File: config.mk
export PLATFORM = sky130hd
export DESIGN_NAME = adc_capture_ctrl
export DESIGN_NICKNAME = d
export VERILOG_FILES = /design/src/rtl/adc_cap_pkg.sv /design/src/rtl/adc_clk_gen.sv /design/src/rtl/adc_seq.sv /design/src/rtl/adc_lat_tag.sv /design/src/rtl/adc_capture_ctrl.sv
export SDC_FILE = /design/constraint.sdc
export NUM_CORES = 1
export LEC_CHECK = 0
export BUFFER_PORTS_ARGS = -buffer_cell sky130_fd_sc_hd__buf_2
export CELL_PAD_IN_SITES_DETAIL_PLACEMENT = 1
export CELL_PAD_IN_SITES_GLOBAL_PLACEMENT = 1
export CORE_MARGIN = 2
export CORE_UTILIZATION = 46
export CTS_BUF_LIST = sky130_fd_sc_hd__clkbuf_4 sky130_fd_sc_hd__clkbuf_8 sky130_fd_sc_hd__clkbuf_16
export DETAILED_ROUTE_END_ITERATION = 8
export PLACE_DENSITY = 0.9
export SYNTH_ARGS = -nofsm -noshare
export SYNTH_HDL_FRONTEND = slang
export SYNTH_SLANG_ARGS = --single-unit
File: constraint.sdc
create_clock -name clk -period 6.6 [get_ports clk]
set_input_delay 0.99 -clock clk [delete_from_list [all_inputs] [get_ports clk]]
set_output_delay 0.99 -clock clk [all_outputs]
set_load 0.02 [all_outputs]
File: src/rtl/adc_cap_pkg.sv
package adc_cap_pkg;

    localparam int unsigned DATA_W = 8;
    localparam int unsigned TAG_W  = 16;

    typedef enum logic [1:0] {
        SEQ_BOOT = 2'd0,
        SEQ_PARK = 2'd1,
        SEQ_RUN  = 2'd2
    } seq_state_e;

    typedef struct packed {
        logic [TAG_W-1:0]  tag;
        logic [DATA_W-1:0] data;
    } cap_word_t;

    // smallest half-period that keeps the converter clock at or below fmax
    function automatic int unsigned div_floor(input int unsigned sys_mhz,
                                              input int unsigned fmax_mhz);
        return (sys_mhz + 2 * fmax_mhz - 1) / (2 * fmax_mhz);
    endfunction

    // largest half-period that keeps the converter clock at or above fmin
    function automatic int unsigned div_ceil(input int unsigned sys_mhz,
                                             input int unsigned fmin_mhz);
        return sys_mhz / (2 * fmin_mhz);
    endfunction

    function automatic logic div_legal(input int unsigned d,
                                       input int unsigned lo,
                                       input int unsigned hi);
        return (d >= lo) && (d <= hi);
    endfunction

endpackage

File: src/rtl/adc_clk_gen.sv
module adc_clk_gen #(
    parameter int unsigned DIV_W = 8
) (
    input  logic             clk,
    input  logic             rst,
    input  logic             clk_en,
    input  logic [DIV_W-1:0] div,
    output logic             conv_clk,
    output logic             fall_ev
);
    logic [DIV_W-1:0] cnt;
    logic             tick;

    assign tick    = (cnt >= div - DIV_W'(1));
    // a high phase always runs to completion, so the clock can only park low
    assign fall_ev = conv_clk && tick;

    always_ff @(posedge clk) begin
        if (rst) begin
            cnt      <= '0;
            conv_clk <= 1'b0;
        end else if (!clk_en && !conv_clk) begin
            cnt <= '0;
        end else if (tick) begin
            cnt      <= '0;
            conv_clk <= ~conv_clk;
        end else begin
            cnt <= cnt + DIV_W'(1);
        end
    end
endmodule

File: src/rtl/adc_seq.sv
module adc_seq
    import adc_cap_pkg::*;
#(
    parameter int unsigned BOOT_CYC = 2
) (
    input  logic clk,
    input  logic rst,
    input  logic run,
    input  logic fall_ev,
    input  logic conv_clk,
    output logic clk_en,
    output logic oe_n,
    output logic arm
);
    localparam int unsigned BC_W = $clog2(BOOT_CYC + 1);

    seq_state_e      state;
    logic [BC_W-1:0] boot_cnt;

    assign clk_en = (state == SEQ_BOOT) || ((state == SEQ_RUN) && run);

    always_ff @(posedge clk) begin
        if (rst) begin
            state    <= SEQ_BOOT;
            boot_cnt <= '0;
            oe_n     <= 1'b1;
            arm      <= 1'b0;
        end else begin
            arm <= 1'b0;
            unique case (state)
                SEQ_BOOT: begin
                    if (fall_ev) begin
                        if (boot_cnt == BC_W'(BOOT_CYC - 1)) state <= SEQ_PARK;
                        else boot_cnt <= boot_cnt + BC_W'(1);
                    end
                end
                SEQ_PARK: begin
                    if (run) begin
                        state <= SEQ_RUN;
                        oe_n  <= 1'b0;
                        arm   <= 1'b1;
                    end
                end
                SEQ_RUN: begin
                    if (!run && !conv_clk) begin
                        state <= SEQ_PARK;
                        oe_n  <= 1'b1;
                    end
                end
                default: state <= SEQ_PARK;
            endcase
        end
    end
endmodule

File: src/rtl/adc_lat_tag.sv
module adc_lat_tag
    import adc_cap_pkg::*;
#(
    parameter int unsigned LAT_FALLS = 3,
    parameter int unsigned DISCARD   = 3
) (
    input  logic              clk,
    input  logic              rst,
    input  logic              fall_ev,
    input  logic              arm,
    input  logic              oe_n,
    input  logic [DATA_W-1:0] bus,
    input  logic              out_ready,
    output logic              out_valid,
    output cap_word_t         out_word,
    output logic              overflow
);
    localparam int unsigned DISC_W = $clog2(DISCARD + 2);

    logic [TAG_W-1:0]  fall_cnt;
    logic [DISC_W-1:0] disc;
    logic              cap_ok;

    assign cap_ok = fall_ev && !oe_n && (disc == '0);

    always_ff @(posedge clk) begin
        if (rst) begin
            fall_cnt  <= '0;
            disc      <= DISC_W'(DISCARD);
            out_valid <= 1'b0;
            out_word  <= '0;
            overflow  <= 1'b0;
        end else begin
            if (fall_ev) fall_cnt <= fall_cnt + TAG_W'(1);

            if (arm) disc <= DISC_W'(DISCARD);
            else if (fall_ev && !oe_n && (disc != '0)) disc <= disc - DISC_W'(1);

            if (cap_ok) begin
                out_valid <= 1'b1;
                out_word  <= '{tag: fall_cnt - TAG_W'(LAT_FALLS), data: bus};
                if (out_valid && !out_ready) overflow <= 1'b1;
            end else if (out_ready) begin
                out_valid <= 1'b0;
            end
        end
    end
endmodule

File: src/rtl/adc_capture_ctrl.sv
module adc_capture_ctrl
    import adc_cap_pkg::*;
#(
    parameter int unsigned DIV_W     = 8,
    parameter int unsigned SYS_MHZ   = 100,
    parameter int unsigned FMIN_MHZ  = 1,
    parameter int unsigned FMAX_MHZ  = 30,
    parameter int unsigned BOOT_CYC  = 2,
    parameter int unsigned LAT_FALLS = 3,
    parameter int unsigned DISCARD   = 3
) (
    input  logic              clk,
    input  logic              rst,
    input  logic              run,
    input  logic              cfg_load,
    input  logic [DIV_W-1:0]  cfg_div,
    output logic              cfg_err,
    output logic              conv_clk,
    output logic              conv_oe_n,
    input  logic [DATA_W-1:0] conv_data,
    output logic              out_valid,
    input  logic              out_ready,
    output logic [DATA_W-1:0] out_data,
    output logic [TAG_W-1:0]  out_tag,
    output logic              overflow
);
    localparam int unsigned DIV_LO = div_floor(SYS_MHZ, FMAX_MHZ);
    localparam int unsigned DIV_HI = div_ceil(SYS_MHZ, FMIN_MHZ);

    logic [DIV_W-1:0] div_q;
    logic             clk_en, fall_ev, arm;
    cap_word_t        word;

    always_ff @(posedge clk) begin
        if (rst) begin
            div_q   <= DIV_W'(DIV_LO);
            cfg_err <= 1'b0;
        end else if (cfg_load) begin
            if (div_legal(32'(cfg_div), DIV_LO, DIV_HI)) begin
                div_q   <= cfg_div;
                cfg_err <= 1'b0;
            end else begin
                cfg_err <= 1'b1;
            end
        end
    end

    adc_clk_gen #(.DIV_W(DIV_W)) u_clk (
        .clk(clk), .rst(rst), .clk_en(clk_en), .div(div_q),
        .conv_clk(conv_clk), .fall_ev(fall_ev)
    );

    adc_seq #(.BOOT_CYC(BOOT_CYC)) u_seq (
        .clk(clk), .rst(rst), .run(run), .fall_ev(fall_ev), .conv_clk(conv_clk),
        .clk_en(clk_en), .oe_n(conv_oe_n), .arm(arm)
    );

    adc_lat_tag #(.LAT_FALLS(LAT_FALLS), .DISCARD(DISCARD)) u_tag (
        .clk(clk), .rst(rst), .fall_ev(fall_ev), .arm(arm), .oe_n(conv_oe_n),
        .bus(conv_data), .out_ready(out_ready), .out_valid(out_valid),
        .out_word(word), .overflow(overflow)
    );

    assign out_data = word.data;
    assign out_tag  = word.tag;
endmodule

==> results of run 1 <==
## cells in the mapped netlist (7+ instances only)
library cell | instances | area [sq um]
o21ai_0 | 21 | 105
ha_1 | 14 | 175
xor2_1 | 7 | 61.3
inv_1 | 14 | 52.6
mux2_2 | 7 | 78.8
a21oi_1 | 41 | 205
nand2_1 | 17 | 63.8
nand3_1 | 20 | 100
clkbuf_1 | 18 | 67.6
nor2_1 | 43 | 161
dfxtp_1 | 69 | 1380
a211oi_1 | 12 | 90.1
xnor2_1 | 20 | 175
nor3_1 | 8 | 40.0
nor2b_1 | 8 | 50.1
## state kept, by name, indices dropped and copies added (netlist names), 2 cells and up
signal and flops:
u_tag.out_word 24, u_tag.fall_cnt 16, div_q 8, u_clk.cnt 8, u_tag.disc 3, u_seq.boot_cnt 2, u_seq.state 2
## final cells by class
cell class | count | area (sq um)
Fill cell | 896 | 3300
Sequential cell | 69 | 1380
Inverter | 15 | 56.3
Clock inverter | 7 | 124
Multi-Input combinational cell | 291 | 1960
Clock buffer | 9 | 124
Timing Repair Buffer | 51 | 260
Tap cell | 99 | 124
## layer usage
metal / share of wire [%] / track usage (%)
met1: 43 / 26.6
met2: 51 / 41.4
met3: 3.3 / 3.65
met4: 2.2 / 9.47
met5: 0 / 0
## worst max path at each step
stage | from | end | slack, ns | cells after the start
floorplan | div_q[0]$_SDFFE_PP0P_ | u_tag.fall_cnt[10]$_SDFFE_PP0P_ | 3.99 | 12
global placement | div_q[0]$_SDFFE_PP0P_ | u_tag.out_word[12]$_SDFFE_PP0P_ | 3.46 | 10
detailed placement | div_q[0]$_SDFFE_PP0P_ | u_tag.out_word[12]$_SDFFE_PP0P_ | 3.33 | 10
CTS | div_q[0]$_SDFFE_PP0P_ | u_tag.out_word[19]$_SDFFE_PP0P_ | 3.21 | 10
global route | div_q[0]$_SDFFE_PP0P_ | u_tag.out_word[13]$_SDFFE_PP0P_ | 2.91 | 10
finish | div_q[0]$_SDFFE_PP0P_ | u_tag.out_word[19]$_SDFFE_PP0P_ | 3.25 | 10
## worst max-delay path, cell delays in order, from the launching register on
cell	delay, ns
dfxtp_1	0.33
inv_1	0.10
ha_1	0.19
nand2_1	0.09
nor3_1	0.18
xnor2_1	0.12
ha_1	0.32
nand4_1	0.25
o31a_1	0.58
nor2_1	0.83
a211oi_1	0.19
## power by group
| part | switching, W | internal (W) | leakage (nW) | total, W |
|---|---|---|---|---|
| registers | 0.0000215 | 0.000431 | 0.557 | 0.000452 |
| logic | 0.000147 | 0.0000743 | 0.939 | 0.000222 |
| clock network | 0.000175 | 0.000253 | 0.120 | 0.000427 |
| total | 0.000343 | 0.000758 | 1.62 | 0.00110 |
## cell usage in the layout, fill, tap and decap left out, types with 2 or more instances in the layout
| cell | Yosys | routed |
|---|---|---|
| a211oi_1 | 12 | 12 |
| or4_1 | 2 | 2 |
| or3_1 | 6 | 6 |
| ha_1 | 14 | 14 |
| mux2i_1 | 4 | 4 |
| o211ai_1 | 4 | 4 |
| o21ai_0 | 21 | 21 |
| clkinv_4 | 0 | 3 |
| nor3_1 | 8 | 8 |
| clkbuf_8 | 0 | 9 |
| xnor2_1 | 20 | 20 |
| o31ai_1 | 3 | 3 |
| inv_1 | 14 | 14 |
| a2111oi_4 | 2 | 2 |
| nand4_1 | 5 | 5 |
| mux2_2 | 7 | 7 |
| a21oi_1 | 41 | 41 |
| buf_4 | 2 | 2 |
| dfxtp_1 | 69 | 69 |
| nand2_1 | 17 | 17 |
| o21a_1 | 5 | 5 |
| bufinv_16 | 0 | 3 |
| o221a_2 | 2 | 2 |
| a31oi_1 | 3 | 3 |
| and3_1 | 5 | 5 |
| buf_2 | 4 | 49 |
| nor2b_1 | 8 | 8 |
| nor4_2 | 2 | 2 |
| nand3_1 | 20 | 20 |
| nor4_1 | 2 | 2 |
| nor2_1 | 43 | 43 |
| and2_1 | 4 | 4 |
| xor2_1 | 7 | 7 |
## through the flow
step / power, W / setup slack (ns) / cell area, sq um / utilization (%) / cells
final: 0.00110 / 3.25 / 4030 / 55.0 / 541
after global routing: 0.00115 / 2.91 / 4030 / 55.0 / 541
after CTS: 0.00111 / 3.21 / 4030 / 55.0 / 541
after detailed placement: 0.000682 / 3.33 / 3780 / 51.6 / 525
after global placement: 0.000671 / 3.46 / 3780 / 51.6 / 525
after floorplan: 0.000623 / 3.99 / 3510 / - / 401
## logic make-up after synthesis
| kind of cell | synth area share, % |
|---|---|
| and+or+nand+nor | 21.0 |
| AOI/OAI and AO/OA | 19.6 |
| DFF | 39.4 |
| buffers and inverters | 4.96 |
| xor gates and xnor gates | 6.74 |
| adders and majority gates | 4.99 |
| muxes | 3.39 |
==> metrics, run 1 <==
status finished clean; WS Path Type reg -> reg; Max VDD drop approximately 150 uV; Mapped Cells roughly 400; clk slew on worst S/H paths 0.08 ns; Post-CTS Setup Bufs 0; layout cells sized above 1 between 20% and 30%; CP startpoint kind register; nets 472; fin crit share between 50% and 60%; Hold Crit Depth 2; first-pass GRT wire length 15400 microns; DRC 0; clk_skew approximately 0.014 ns; post_cts resized 0; Worst Path Required approximately 6.8 ns; DRT Wirelength between 9000 and 10000 microns; Area growth syn-to-layout 14.9%; Site Rows 31; Initial Util 47.8%; DIE HEIGHT 91.3 microns; CTS tree done; Post-synth EDFFs 0; DR WL/cell 16.9 microns; clk sinks 69; die area ~8300 sq um; # hold bufs at CTS 0; post-route ant nets 0; Syn Area/Cell 8.75 sq um; Distinct cells, synth slightly below 60; die span in x 91.3 microns; Remaining Overflow, GRT 0; total track usage a little under a quarter; Yosys warning count 0; Hold Path Sink u_tag.disc[1]$_SDFFE_PP1P_; Fin Setup TNS 0 ns; Leak around 1.6 nW; initial DRC count around 110; cell area after synthesis 3510 sq um; Max Slew Vio Count 0; Most used DFF post-synth dfxtp_1; unrepaired setup endpoints after global routing no; Worst Hold Class reg -> reg; initial antenna violation count 0; Vias per Instance between 5 and 6; hold path start u_seq.arm$_SDFF_PP0_; Syn Nets about 440; number of max-cap violations 0; Worst slew margin 36.8%; Final HPWL DP 6390 microns; Crit. End Element register; # IOs 50; RR Startpoint div_q[0]$_SDFFE_PP0P_; # diodes 0; Data arrival, critical path approximately 3.5 ns; Power Dens Cells ~270 nW/um^2; flop2flop setup slack 3.25 ns; root buf cell clkbuf_8; Hold Violations, Final 0; IO buf count 49; Async SR Flop Fraction 0%; post-synthesis sequential area ratio around two fifths; Clock Path Buffers 2; worst slew pin tran between 0.9 and 1 ns; routability cong. 0.826; worst reg2reg path depth 10; crit-path max FO 21; CTS H-tree lvls 3; Core Footprint between 7000 and 8000 sq um; number of buffers created by CTS 9; FMAX about 0.3 GHz; Clock Latency Late Sink ~0.36 ns; reg2reg end u_tag.out_word[19]$_SDFFE_PP0P_; routed vias 3087; Hold Slack ~0.47 ns; Synth Register Bits a little under 70; Final min period 3.35 ns; TritonRoute pass-1 iters 4; vias in the first global route 3235; Setup Viol. Count Final 0; largest net degree at the start of global routing 60
Power figures use the tool's default switching activity.
==> inputs of run 2 (changes only) <==
CORE_UTILIZATION = 39   (was 46)
PLACE_DENSITY = 0.82   (was 0.9)
clock period = 2.9 ns   (was 6.6 ns; I/O delays follow)
==> run 2 against run 1 <==
Net effect:
- wire length is 3.8% lower
- combinational power grew to 2.7 times the previous value
- final cell count is 3.3% higher
- largest power group unchanged
==> metrics, run 2 (synthesis results as in run 1) <==
flop2flop setup slack 0.17 ns (was 3.25 ns); number of max-cap violations 0 (unchanged); Power Dens Cells 570 nW/um^2 (was 273 nW/um^2); Clock Path Buffers 2 (unchanged); DIE HEIGHT 98.8 microns (was 91.3 microns); CTS H-tree lvls 3 (unchanged); routed vias 3045 (was 3087); Max VDD drop 523 uV (was 152 uV); crit-path max FO 4 (was 21); Site Rows 34 (was 31); clk sinks 69 (unchanged); DRC 0 (unchanged); Initial Util 40.2% (was 47.8%); final core occ 46.8% (was 55.0%); cell depth of the worst setup path 12 (was 10); Biggest register u_tag.out_word (unchanged); FMAX 0.367 GHz (was 0.298 GHz); Vias per Instance 5.45 (was 5.71); Worst Path Required 3.14 ns (was 6.79 ns); number of buffers created by CTS 9 (unchanged); die span in x 98.8 microns (was 91.3 microns); CTS tree done (unchanged); worst path buffer plus inverter count 2 (was 1); # hold bufs at CTS 0 (unchanged); Max Slew Vio Count 0 (unchanged); Area growth syn-to-layout 16.3% (was 14.9%); commonest non-fill, non-tap cell in the layout dfxtp_1 (unchanged); Setup Viol. Count Final 0 (unchanged); initial antenna violation count 0 (unchanged); cell family with most CP delay simple AND/OR/NAND/NOR gates (unchanged); status finished clean (unchanged); Worst Hold Class in -> reg (was reg -> reg); Data arrival, critical path 2.97 ns (was 3.54 ns); Remaining Overflow, GRT 0 (unchanged); DR WL/cell 15.7 microns (was 16.9 microns); DRT Wirelength 8770 microns (was 9120 microns); TritonRoute pass-1 iters 4 (unchanged); Post-CTS Setup Bufs 0 (unchanged); clk_skew 0.0141 ns (was 0.0136 ns); reg2reg end u_tag.fall_cnt[5]$_SDFFE_PP0P_ (was u_tag.out_word[19]$_SDFFE_PP0P_); IO buf count 49 (unchanged); Placed Area 3870 sq um (was 3780 sq um); root buf cell clkbuf_8 (unchanged); post-route ant nets 0 (unchanged); commonest cells after routing, fill and taps aside dfxtp_1, buf_2, nor2_1 (unchanged); Final min period 2.73 ns (was 3.35 ns); worst slew pin tran 0.734 ns (was 0.945 ns); Clock Latency Late Sink 0.35 ns (was 0.36 ns); CP endpoint u_tag.fall_cnt[5]$_SDFFE_PP0P_ (was u_tag.out_word[19]$_SDFFE_PP0P_); Core Footprint 8720 sq um (was 7330 sq um); nets 481 (was 472); Final HPWL DP 6490 microns (was 6390 microns); vias in the first global route 3096 (was 3235); CP startpoint kind register (unchanged); fin crit share 94.1% (was 50.8%); # IOs 50 (unchanged); Post-Layout Inst Area 4080 sq um (was 4030 sq um); Worst path slowest cell mux2_2 (was nor2_1); die area 9770 sq um (was 8340 sq um); Crit. End Element register (unchanged); largest net degree at the start of global routing 33 (was 60); crit path from div_q[0]$_SDFFE_PP0P_ (unchanged); Worst slew margin 50.9% (was 36.8%); layout cells sized above 1 23.3% (was 20.4%); initial DRC count 105 (was 113); max reg flops 24 (unchanged); critical path cell sequence inv_1 -> ha_1 -> nand2_1 -> nor3_2 -> xnor2_1 -> ha_1 -> nand2_1 -> o21a_1 -> o31a_1 -> buf_4 -> nor3_1 -> mux2_2 (was inv_1 -> ha_1 -> nand2_1 -> nor3_1 -> xnor2_1 -> ha_1 -> nand4_1 -> o31a_1 -> nor2_1 -> a211oi_1); routability cong. 0.822 (was 0.826); worst reg2reg path depth 12 (was 10); total track usage 18.7% (was 22.8%); Hold Violations, Final 0 (unchanged); RR Startpoint div_q[0]$_SDFFE_PP0P_ (unchanged); top flop regs u_tag.out_word (24), u_tag.fall_cnt (16) (unchanged); clk slew on worst S/H paths 0.08 ns (about the same); first-pass GRT wire length 14800 microns (was 15400 microns); # diodes 0 (unchanged); CP peak stage delay 0.37 ns (was 0.83 ns); Leak 1.65 nW (was 1.62 nW); WS Path Type reg -> reg (unchanged)
run 2: cell count changes in the layout (fill, tap and decap cells not counted), moves of 2 or more:
cell       change
bufinv_16      -3
nor3_2         +2
buf_4          +8
clkinv_2       +3
nor3_1         -2
run 2: through the flow:
stage / std cells / worst slack [ns] / TNS, ns / power (W) / hold WS, ns
after floorplan: 401 / 0.288 / 0 / 0.00142 / 0.424
after global placement: 543 / 0.143 / 0 / 0.00162 / 0.447
after detailed placement: 543 / -0.0334 / -0.0976 / 0.00165 / 0.456
after CTS: 559 / 0.00375 / 0 / 0.00236 / 0.272
after global routing: 559 / -0.0239 / -0.0434 / 0.00247 / 0.285
final: 559 / 0.172 / 0 / 0.00233 / 0.283
run 2: area by class of cell:
cell class | count | area [sq um]
fillers | 1058 | 4640
multi-input cells | 291 | 1990
flip-flops and latches | 69 | 1380
repair buffers | 60 | 340
well taps | 108 | 135
clock buffers | 9 | 124
inverters | 15 | 56.3
clock inverters | 7 | 50.0
run 2: power breakdown:
part / internal (W) / leakage, nW / total [W] / switching [W]
logic: 0.000241 / 0.997 / 0.000608 / 0.000367
registers: 0.000981 / 0.558 / 0.00102 / 0.0000371
clock network: 0.000312 / 0.0933 / 0.000700 / 0.000388
run 2: worst min-delay path by stage:
stage | from | to | cells after the start
after detailed placement | cfg_err$_SDFFE_PP0P_ | cfg_err$_SDFFE_PP0P_ | 1
after CTS | cfg_load | cfg_err$_SDFFE_PP0P_ | 2
after global placement | u_seq.arm$_SDFF_PP0_ | u_tag.disc[1]$_SDFFE_PP1P_ | 2
after global routing | cfg_load | cfg_err$_SDFFE_PP0P_ | 2
after floorplan | u_seq.arm$_SDFF_PP0_ | u_tag.disc[0]$_SDFFE_PP1P_ | 2
final | cfg_load | cfg_err$_SDFFE_PP0P_ | 2
run 2: repair_timing:
| action | CTS | global route |
|---|---|---|
| pin swaps | 0 | 1 |
| resized for setup | 2 | 5 |
| setup endpoints to repair | 15 | 20 |
run 2: per-layer routing:
metal | GRT usage (%) | share of wire [%] | up-vias
li1 | - | - | 1521
met1 | 22.3 | 44 | 1446
met2 | 32.7 | 50 | 67
met3 | 5.04 | 4.6 | 11
met4 | 5.69 | 1.2 | 0
met5 | 0 | 0 | -
